==> src/rtl/pwm_shadow_pkg.sv <==
package pwm_shadow_pkg;
  typedef enum logic [2:0] {
    REG_CTRL = 3'd0,
    REG_APER = 3'd1,
    REG_ACMP = 3'd2,
    REG_SPER = 3'd3,
    REG_SCMP = 3'd4
  } reg_sel_e;

  localparam int BIT_RUN   = 4;
  localparam int BIT_SYNC0 = 6;
  localparam int BIT_SYNC1 = 7;
  localparam int BIT_MODE  = 9;
  localparam int BIT_INV   = 10;
endpackage

==> src/rtl/pwm_shadow_regs.sv <==
module pwm_shadow_regs
  import pwm_shadow_pkg::*;
#(
  parameter int DATA_W = 32,
  parameter int CTRL_W = 16
) (
  input  logic              clk,
  input  logic              rst_n,
  input  logic              wr_en,
  input  logic [2:0]        waddr,
  input  logic [DATA_W-1:0] wdata,
  input  logic [2:0]        raddr,
  output logic [DATA_W-1:0] rdata,
  input  logic              wrap,
  output logic [CTRL_W-1:0] ctrl,
  output logic [DATA_W-1:0] act_per,
  output logic [DATA_W-1:0] act_cmp
);
  localparam int PAD_W = DATA_W - CTRL_W;

  logic [CTRL_W-1:0] ctrl_q, ctrl_n;
  logic [DATA_W-1:0] aper_q, aper_n, acmp_q, acmp_n;
  logic [DATA_W-1:0] sper_q, sper_n, scmp_q, scmp_n;
  logic              pend_q, pend_n;
  logic              run, xfer, shadow_wr;

  always_comb begin
    run       = ctrl_q[BIT_RUN];
    xfer      = wrap & pend_q;
    shadow_wr = wr_en & ((waddr == REG_SPER) | (waddr == REG_SCMP));
    ctrl_n = ctrl_q;
    aper_n = aper_q;
    acmp_n = acmp_q;
    sper_n = sper_q;
    scmp_n = scmp_q;
    if (wr_en) begin
      case (waddr)
        REG_CTRL: ctrl_n = wdata[CTRL_W-1:0];
        REG_APER: if (!run) aper_n = wdata;
        REG_ACMP: if (!run) acmp_n = wdata;
        REG_SPER: sper_n = wdata;
        REG_SCMP: scmp_n = wdata;
        default:  ;
      endcase
    end
    if (xfer) begin
      aper_n = sper_q;
      acmp_n = scmp_q;
    end
    pend_n = (pend_q & ~xfer) | shadow_wr;
  end

  always_ff @(posedge clk or negedge rst_n) begin
    if (!rst_n) begin
      ctrl_q <= '0;
      aper_q <= '0;
      acmp_q <= '0;
      sper_q <= '0;
      scmp_q <= '0;
      pend_q <= 1'b0;
    end else begin
      ctrl_q <= ctrl_n;
      aper_q <= aper_n;
      acmp_q <= acmp_n;
      sper_q <= sper_n;
      scmp_q <= scmp_n;
      pend_q <= pend_n;
    end
  end

  always_comb begin
    case (raddr)
      REG_CTRL: rdata = {{PAD_W{1'b0}}, ctrl_q};
      REG_APER: rdata = aper_q;
      REG_ACMP: rdata = acmp_q;
      REG_SPER: rdata = sper_q;
      REG_SCMP: rdata = scmp_q;
      default:  rdata = '0;
    endcase
  end

  assign ctrl    = ctrl_q;
  assign act_per = aper_q;
  assign act_cmp = acmp_q;


  active_hold_chk: assert property (@(posedge clk) disable iff (!rst_n)
    (ctrl_q[BIT_RUN] && !wrap) |=> ($stable(aper_q) && $stable(acmp_q)));


  xfer_copy_chk: assert property (@(posedge clk) disable iff (!rst_n)
    (wrap && pend_q) |=> (aper_q == $past(sper_q) && acmp_q == $past(scmp_q)));
endmodule

==> src/rtl/pwm_shadow_counter.sv <==
module pwm_shadow_counter #(
  parameter int DATA_W = 32
) (
  input  logic              clk,
  input  logic              rst_n,
  input  logic              run,
  input  logic [DATA_W-1:0] period,
  output logic [DATA_W-1:0] cnt,
  output logic              wrap
);
  logic [DATA_W-1:0] cnt_q, cnt_n, last;

  always_comb begin
    last  = (period == '0) ? '0 : period - 1'b1;
    wrap  = run & (cnt_q >= last);
    cnt_n = cnt_q;
    if (run) cnt_n = wrap ? '0 : cnt_q + 1'b1;
  end

  always_ff @(posedge clk or negedge rst_n) begin
    if (!rst_n) cnt_q <= '0;
    else        cnt_q <= cnt_n;
  end

  assign cnt = cnt_q;


  cnt_hold_chk: assert property (@(posedge clk) disable iff (!rst_n)
    !run |=> $stable(cnt_q));


  cnt_step_chk: assert property (@(posedge clk) disable iff (!rst_n)
    run |=> (cnt_q == '0 || cnt_q == $past(cnt_q) + 1'b1));
endmodule

==> src/rtl/pwm_shadow_compare.sv <==
module pwm_shadow_compare #(
  parameter int DATA_W = 32
) (
  input  logic              clk,
  input  logic              rst_n,
  input  logic [DATA_W-1:0] cnt,
  input  logic [DATA_W-1:0] cmp,
  input  logic              mode,
  input  logic              inv,
  output logic              pwm
);
  logic active;

  always_comb begin
    active = cnt < cmp;
    pwm    = mode & (active ^ inv);
  end


  fall_at_cmp_chk: assert property (@(posedge clk) disable iff (!rst_n)
    (mode && !inv && $past(mode) && !$past(inv) && $stable(cmp) && $fell(pwm))
      |-> (cnt == cmp));
endmodule

==> src/rtl/pwm_shadow_gen.sv <==
module pwm_shadow_gen
  import pwm_shadow_pkg::*;
#(
  parameter int DATA_W = 32,
  parameter int CTRL_W = 16
) (
  input  logic              clk,
  input  logic              rst_n,
  input  logic              reg_wr,
  input  logic [2:0]        reg_waddr,
  input  logic [DATA_W-1:0] reg_wdata,
  input  logic [2:0]        reg_raddr,
  output logic [DATA_W-1:0] reg_rdata,
  output logic              pwm_out
);
  logic [1:0]        rst_sync;
  logic              core_rst_n;
  logic [CTRL_W-1:0] ctrl;
  logic [DATA_W-1:0] act_per, act_cmp, cnt;
  logic              wrap;

  always_ff @(posedge clk or negedge rst_n) begin
    if (!rst_n) rst_sync <= 2'b00;
    else        rst_sync <= {rst_sync[0], 1'b1};
  end
  assign core_rst_n = rst_sync[1];

  pwm_shadow_regs #(.DATA_W(DATA_W), .CTRL_W(CTRL_W)) u_regs (
    .clk(clk), .rst_n(core_rst_n), .wr_en(reg_wr), .waddr(reg_waddr),
    .wdata(reg_wdata), .raddr(reg_raddr), .rdata(reg_rdata), .wrap(wrap),
    .ctrl(ctrl), .act_per(act_per), .act_cmp(act_cmp)
  );

  pwm_shadow_counter #(.DATA_W(DATA_W)) u_cnt (
    .clk(clk), .rst_n(core_rst_n), .run(ctrl[BIT_RUN]), .period(act_per),
    .cnt(cnt), .wrap(wrap)
  );

  pwm_shadow_compare #(.DATA_W(DATA_W)) u_cmp (
    .clk(clk), .rst_n(core_rst_n), .cnt(cnt), .cmp(act_cmp),
    .mode(ctrl[BIT_MODE]), .inv(ctrl[BIT_INV]), .pwm(pwm_out)
  );


  reset_low_chk: assert property (@(posedge clk)
    !core_rst_n |-> !pwm_out);
endmodule

==> config.mk <==
export PLATFORM = sky130hd
export DESIGN_NAME = pwm_shadow_gen
export DESIGN_NICKNAME = d
export VERILOG_FILES = /design/src/rtl/pwm_shadow_pkg.sv /design/src/rtl/pwm_shadow_regs.sv /design/src/rtl/pwm_shadow_counter.sv /design/src/rtl/pwm_shadow_compare.sv /design/src/rtl/pwm_shadow_gen.sv
export SDC_FILE = /design/constraint.sdc
export NUM_CORES = 1
export LEC_CHECK = 0
export ABC_AREA = 1
export ABC_CLOCK_PERIOD_IN_PS = 16100
export BUFFER_PORTS_ARGS = -buffer_cell sky130_fd_sc_hd__buf_2
export CAP_MARGIN = 5
export CORE_MARGIN = 5
export CORE_UTILIZATION = 35
export CTS_BUF_LIST = sky130_fd_sc_hd__clkbuf_4 sky130_fd_sc_hd__clkbuf_8 sky130_fd_sc_hd__clkbuf_16
export DETAILED_ROUTE_END_ITERATION = 7
export PLACE_DENSITY = 0.62
export RECOVER_POWER = 50
export SETUP_SLACK_MARGIN = 0.02
export SYNTH_ARGS = -nofsm -noshare
export SYNTH_HDL_FRONTEND = slang
export SYNTH_SLANG_ARGS = --single-unit
==> constraint.sdc <==
create_clock -name clk -period 16.1 [get_ports clk]
set_input_delay 4.025 -clock clk [delete_from_list [all_inputs] [get_ports clk]]
set_output_delay 4.025 -clock clk [all_outputs]
set_load 0.02 [all_outputs]
==> results.toml, run 1 <==
[logic_synthesis]
yosysSeqAreaShare = 0.3927
syn_inst = 1538
synth.distinct_cells = 41
synth_seq_cells = 179
yosysWarningCount = 0
yosysTopAreaCell = "dfrtp_1"
synth_area_mm2 = 0.01141
synth_area_per_cell_um2 = 7.416
synth_top_area_share = 0.3927
netlist_top_cells_area = "dfrtp_1 39%, nand3_1 12%, nand2_1 10%, ha_1 7.2%, o21ai_0 6.2%"
syn_nets = 1645

[clock_network]
clock-sinks = 179
path_clk_slew_ns = 0.07
htree_levels = 4
cts_buffer_depth = 2
insertion_delay_ns = 0.45
cts_resized = 0
post_cts_buffers = 0
holdBufCountCts = 0
cts-root-buf = "clkbuf_16"
cts_tree = "yes"
numCtsBuffers = 17

[place]
place_congestion = 0.9059
dp_hpwl_um = 25080
portBuffers = 73

[global_routing]
antenna_found_initial = 0
grt.total_usage = 0.2004
grt_max_degree = 66
grt_pass1_vias = 10762
grt_pass1_wl_um = 58440
overflow = 0

[power_and_ir_drop]
p_total_mw = 2.020
leakage_nw = 6.022
power_density_mw_per_mm2 = 158.3
ir_worst_vdd_uv = 83.67

[sta]
rsz0062_at_grt = "false"
final.period_utilization = 0.6711
drv_slew = 182
worst_slew_pin_slew_ns = 3.449
fin_skew_ns = 0.01134
timing.slew.headroom = -1.300
hold_viol = 0
max_freq_mhz = 92.55
fin_tns_setup_ns = 0
period_needed_ns = 10.80
setup_viol = 0

[worst_setup_path]
crit_path_cell_trace = "buf_2, buf_4, clkinv_1, nor3_1, inv_1, o21ai_0, buf_2"
start_kind = "input pin"
crit_start = "reg_raddr[1]"
cp_slowest_stage_delay_ns = 0.64
reg2reg_from = "u_regs.act_per[23]"
crit_fanout = 35
cp_slowest_cell = "clkinv_1"
cpMostUsedCell = "buf_2"
arrival_ns = 6.78
endpoint_kind = "output port"
critical_path_class = "input pin to output port"
required_ns = 12.07

[job]
maxCapViolations = 3

[floorplanning]
die_y_um = 190.5
start_util = 0.3524
ios = 74
core_area_mm2 = 0.03237
die_area_mm2 = 0.03630
die_x_um = 190.5
rows = 66

[final_layout]
layout_commonest_cell = "nand2_1"
syn_to_final_growth_pct = 11.89
fin_nets = 1673
layout_common_cells = "319 x nand2_1, 261 x nand3_1, 179 x dfrtp_1"
drive_gt1_frac = 0.09310
diodes = 0

[route]
vias = 11016
drc_errors = 0
drtAntennaViolNets = 0
drt_iter0_drc = 938
vias_per_cell = 5.451
wirelength_um = 35630
wire_per_inst_um = 17.63
dr.pass1.iters = 5

[worst_hold_path]
min_from = "rst_sync[0]"
hp-class = "register to register"

[run_status]
status = "finished, violations left"
violations = "capacitance limit, slew limit"
## synth_stat cells, drive strengths merged
cell and instances:
a21oi 50, nand3b 3, conb 1, o31ai 7, a211oi 1, o211ai 5, nor3b 2, xor2 11
clkbuf 47, nor2 99, a21o 1, inv 163, buf 32, dfrtp 179, nand4 38, o21a 3
a31oi 4, a221oi 16, xnor2 6, and2 1, nand2 320, nor4 12, nand3 264, ha 66
or2 7, clkinv 2, o2111ai 16, o21bai 1, nor3 39, o21ai 142
## cell families after synthesis
group | Yosys count | synth area share
simple gates | 785 | 0.3149
fa+ha+maj | 66 | 0.07240
other cells | 1 | 0.0003288
flops | 179 | 0.3927
buf+inv | 244 | 0.08370
compound gates | 246 | 0.1229
xor+xnor | 17 | 0.01305
## routing by layer
| metal | track usage | vias up | routed length [µm] |
|---|---|---|---|
| li1 | - | 5277 | - |
| met3 | 0.03570 | 67 | 2192 |
| met2 | 0.3175 | 409 | 16700 |
| met4 | 0.06989 | 0 | 862 |
| met1 | 0.2770 | 5263 | 15870 |
| met5 | 0 | - | 0 |
## where the power goes
part | internal (mW) | switching, mW
Clock | 0.276 | 0.190
Combinational | 0.287 | 0.495
Sequential | 0.584 | 0.189
Total | 1.15 | 0.873
## sequential cells by signal (all words and copies together) (netlist names)
| signal | count |
|---|---|
| rst_sync | 2 |
| u_cnt.cnt | 32 |
| u_regs.act_cmp | 32 |
| u_regs.act_per | 32 |
| u_regs.ctrl | 16 |
| u_regs.pend_q | 1 |
| u_regs.scmp_q | 32 |
| u_regs.sper_q | 32 |
## area by class of cell
cell class              count  area, µm²
fillers                  3417      19610
multi-input cells        1115       5992
flip-flops and latches    179       4479
inverters                 165      619.3
well taps                 442      553.0
clock buffers              21      474.2
repair buffers             88      469.2
clock inverters            11      175.2
## through the flow
stage | std cells | area [µm²] | hold WS, ns | utilization | setup WS [ns]
5_1_grt | 2021 | 12760 | 0.3728 | 0.3942 | 5.168
6_report | 2021 | 12760 | 0.3622 | 0.3942 | 5.295
3_3_place_gp | 1989 | 12150 | 0.3446 | 0.3753 | 5.475
4_1_cts | 2021 | 12800 | 0.3655 | 0.3954 | 5.399
2_1_floorplan | 1538 | 11410 | 0.3312 | - | 6.754
3_5_place_dp | 1989 | 12150 | 0.3372 | 0.3753 | 5.400
## path summary, 6_finish.rpt
kind                       slack [ns]  cells past startpoint                  to
max                              5.30                      7        reg_rdata[4]
max reg2reg                     10.22                     19  u_regs.act_per[31]
min in group asynchronous        0.97                      0   u_regs.sper_q[23]
min reg2reg                      0.36                      0         rst_sync[1]
min                              0.36                      0         rst_sync[1]
max in group asynchronous       10.92                      1    u_regs.scmp_q[0]
## critical path: cells and delay by family
kind | cells | cell delay (ns)
AOI/OAI and AO/OA | 1 | 0.52
buffers and inverters | 5 | 1.89
and+or+nand+nor | 1 | 0.30
Note: power is estimated with default switching activity, not from simulation.
==> run 2: changes to the inputs <==
--- a/config.mk
+++ b/config.mk
@@ -5,8 +5,8 @@
 export SDC_FILE = /design/constraint.sdc
 export NUM_CORES = 1
 export LEC_CHECK = 0
-export ABC_AREA = 1
-export ABC_CLOCK_PERIOD_IN_PS = 16100
+export ABC_AREA = 0
+export ABC_CLOCK_PERIOD_IN_PS = 10760
 export BUFFER_PORTS_ARGS = -buffer_cell sky130_fd_sc_hd__buf_2
 export CAP_MARGIN = 5
 export CORE_MARGIN = 5
==> constraint.sdc (replaced) <==
create_clock -name clk -period 10.76 [get_ports clk]
set_input_delay 2.69 -clock clk [delete_from_list [all_inputs] [get_ports clk]]
set_output_delay 2.69 -clock clk [all_outputs]
set_load 0.02 [all_outputs]
==> results.toml, run 2 <==
[run_status]
status = "finished, violations left"
violations = "capacitance limit, slew limit"

[worst_setup_path]
reg2reg_from = "u_regs.act_per[20]"
start_kind = "input pin"
crit_start = "reg_raddr[0]"
arrival_ns = 4.91
endpoint_kind = "output port"
cp_slowest_stage_delay_ns = 0.47
required_ns = 8.07
cp_top_family = "buffers and inverters"
crit_path_cell_trace = "buf_2, buf_4, nor2b_2, buf_4, a22oi_1, o22ai_1, buf_2"
path_buf_inv = 4
critical_path_class = "input pin to output port"
cp_slowest_cell = "buf_2"
crit_fanout = 32

[sta]
period_needed_ns = 7.600
final.period_utilization = 0.7063
worst_slack_ns = 3.160
hold_viol = 0
max_freq_mhz = 131.6
drv_slew = 182
setup_viol = 0
timing.slew.headroom = -1.439
fin_skew_ns = 0.008502
fin_tns_setup_ns = 0
rsz0062_at_grt = "false"
worst_slew_pin_slew_ns = 3.659

[logic_synthesis]
yosys.area_share.adder = 0.07579
yosysWarningCount = 0
synthMuxAreaShare = 0.2005
syn_inst = 1058
synth_edf_count = 0
synth_top_area_share = 0.4111
yosysSeqAreaShare = 0.4111
synth-simple-area-share = 0.1210
synth.most_common_cell = "dfrtp_1"
synth_area_mm2 = 0.01090
async_flop_share = 1.000
synth_area_per_cell_um2 = 10.30
syn_nets = 1165
synthXorXnorAreaFrac = 0.04490
synthTopCellsByCount = "179 x dfrtp_1, 176 x mux2_2, 108 x nand2_1, 66 x ha_1, 60 x o21ai_0"
synth_compound_area_frac = 0.1123
netlist_top_cells_area = "dfrtp_1 41%, mux2_2 18%, ha_1 7.6%, nand2_1 3.7%, a22oi_1 3.3%"
synth_top_family_by_area = "multiplexers"
yosysTopAreaCell = "dfrtp_1"
synth_seq_cells = 179
synth.distinct_cells = 56
ys.flop_type = "dfrtp_1"

[clock_network]
insertion_delay_ns = 0.44
holdBufCountCts = 0
post_cts_buffers = 0
path_clk_slew_ns = 0.06
numCtsBuffers = 17
cts-root-buf = "clkbuf_16"
cts_resized = 0
cts_buffer_depth = 2
htree_levels = 4
cts_tree = "yes"
clock-sinks = 179

[route]
wirelength_um = 28880
vias_per_cell = 5.474
drtAntennaViolNets = 0
vias = 8299
drc_errors = 0
wire_per_inst_um = 19.05
drt_iter0_drc = 454
dr.pass1.iters = 6

[final_layout]
regArea_mm2 = 0.004479
layout_common_cells = "179 x dfrtp_1, 176 x mux2_2, 108 x nand2_1"
drive_gt1_frac = 0.2723
diodes = 0
fill_cells = 2959
layout_commonest_cell = "dfrtp_1"
syn_to_final_growth_pct = 12.36
multi_input_comb_area_mm2 = 0.006091
fin_nets = 1215

[power_and_ir_drop]
power_density_mw_per_mm2 = 178.8
leakage_nw = 5.460
p_total_mw = 2.189
ir_worst_vdd_uv = 118.6

[floorplanning]
die_y_um = 186.4
ios = 74
die_area_mm2 = 0.03476
rows = 64
core_area_mm2 = 0.03067
die_x_um = 186.4
start_util = 0.3553

[global_routing]
grt_pass1_wl_um = 47050
grt.total_usage = 0.1661
grt_pass1_vias = 8387
overflow = 0
grt_util_met1 = 0.2255
busiest_layer = "met2"
grt_use_met2 = 0.2690
grtUsageMet3 = 0.02672
grt_max_degree = 69
antenna_found_initial = 1

[place]
preCtsSetupSlack_ns = 3.187
place_congestion = 0.8402
portBuffers = 73
dp_hpwl_um = 20330

[worst_hold_path]
min_from = "rst_sync[0]"
hp-class = "register to register"

[job]
maxCapViolations = 3
## run 2: cell count changes after synthesis, moves of 30 or more
cell / before / now
inv_1: 161 / 41
o22ai_1: 0 / 32
nand3_1: 264 / 26
o21ai_0: 141 / 60
mux2_2: 0 / 176
a21oi_1: 50 / 20
a22oi_1: 0 / 48
nand2_1: 317 / 108
nor2_1: 91 / 47
## run 2: cell families (layout without fill, tap and decap cells)
logic type / Yosys count / count (layout)
flops: 179 / 179
buf+inv: 96 / 158
compound gates: 192 / 192
simple gates: 273 / 273
mux: 196 / 196
other cells: 1 / 1
xor+xnor: 55 / 55
fa+ha+maj: 66 / 66
## run 2: metrics by stage
step	hold WS [ns]	util	instances	instance area (µm²)
finish	0.3496	0.3992	1516	12240
global placement	0.3331	0.3810	1485	11690
detailed placement	0.3355	0.3810	1485	11690
global route	0.3719	0.3992	1516	12240
CTS	0.3503	0.3997	1516	12260
floorplan	0.3312	-	1058	10900
## run 2: power by group
part	switching (mW)	leakage (nW)	internal, mW	total [mW]
Sequential	0.155	2.18	0.815	0.970
Combinational	0.310	3.00	0.298	0.607
Clock	0.266	0.282	0.347	0.612
Total	0.730	5.46	1.46	2.19
## run 2: final timing paths
| kind | endpoint | slack, ns | cells after the start |
|---|---|---|---|
| max in group asynchronous | u_regs.ctrl[3] | 5.59 | 1 |
| min | rst_sync[1] | 0.35 | 0 |
| max reg2reg | u_regs.act_cmp[15] | 4.83 | 14 |
| max | reg_rdata[9] | 3.16 | 7 |
| min in group asynchronous | u_regs.scmp_q[23] | 0.84 | 0 |
| min reg2reg | rst_sync[1] | 0.35 | 0 |
## run 2: routing by layer
metal / part of all wire / up-vias
li1: - / 3933
met1: 0.45 / 4109
met2: 0.47 / 202
met3: 0.045 / 53
met4: 0.029 / 2
met5: 0.00045 / -
## run 2: cell type report
cell class / instances / area share
Inverter: 41 / 0.01257
Clock buffer: 23 / 0.04047
Timing Repair Buffer: 86 / 0.03669
Clock inverter: 8 / 0.006337
Tap cell: 396 / 0.04047
Sequential cell: 179 / 0.3659
Multi-Input combinational cell: 783 / 0.4975
## run 2: worst register-to-register path: stages, from the launching register on
cell	delay, ns
dfrtp_1	0.47
or4_4	0.60
or4_1	0.58
nor3_1	0.24
nand3b_1	0.33
buf_4	0.36
nand2_1	0.10
ha_1	0.16
nand4_1	0.14
nor4_1	0.54
and3_1	0.25
nand3_1	0.12
o21ai_4	0.92
buf_4	0.57
mux2_2	0.43
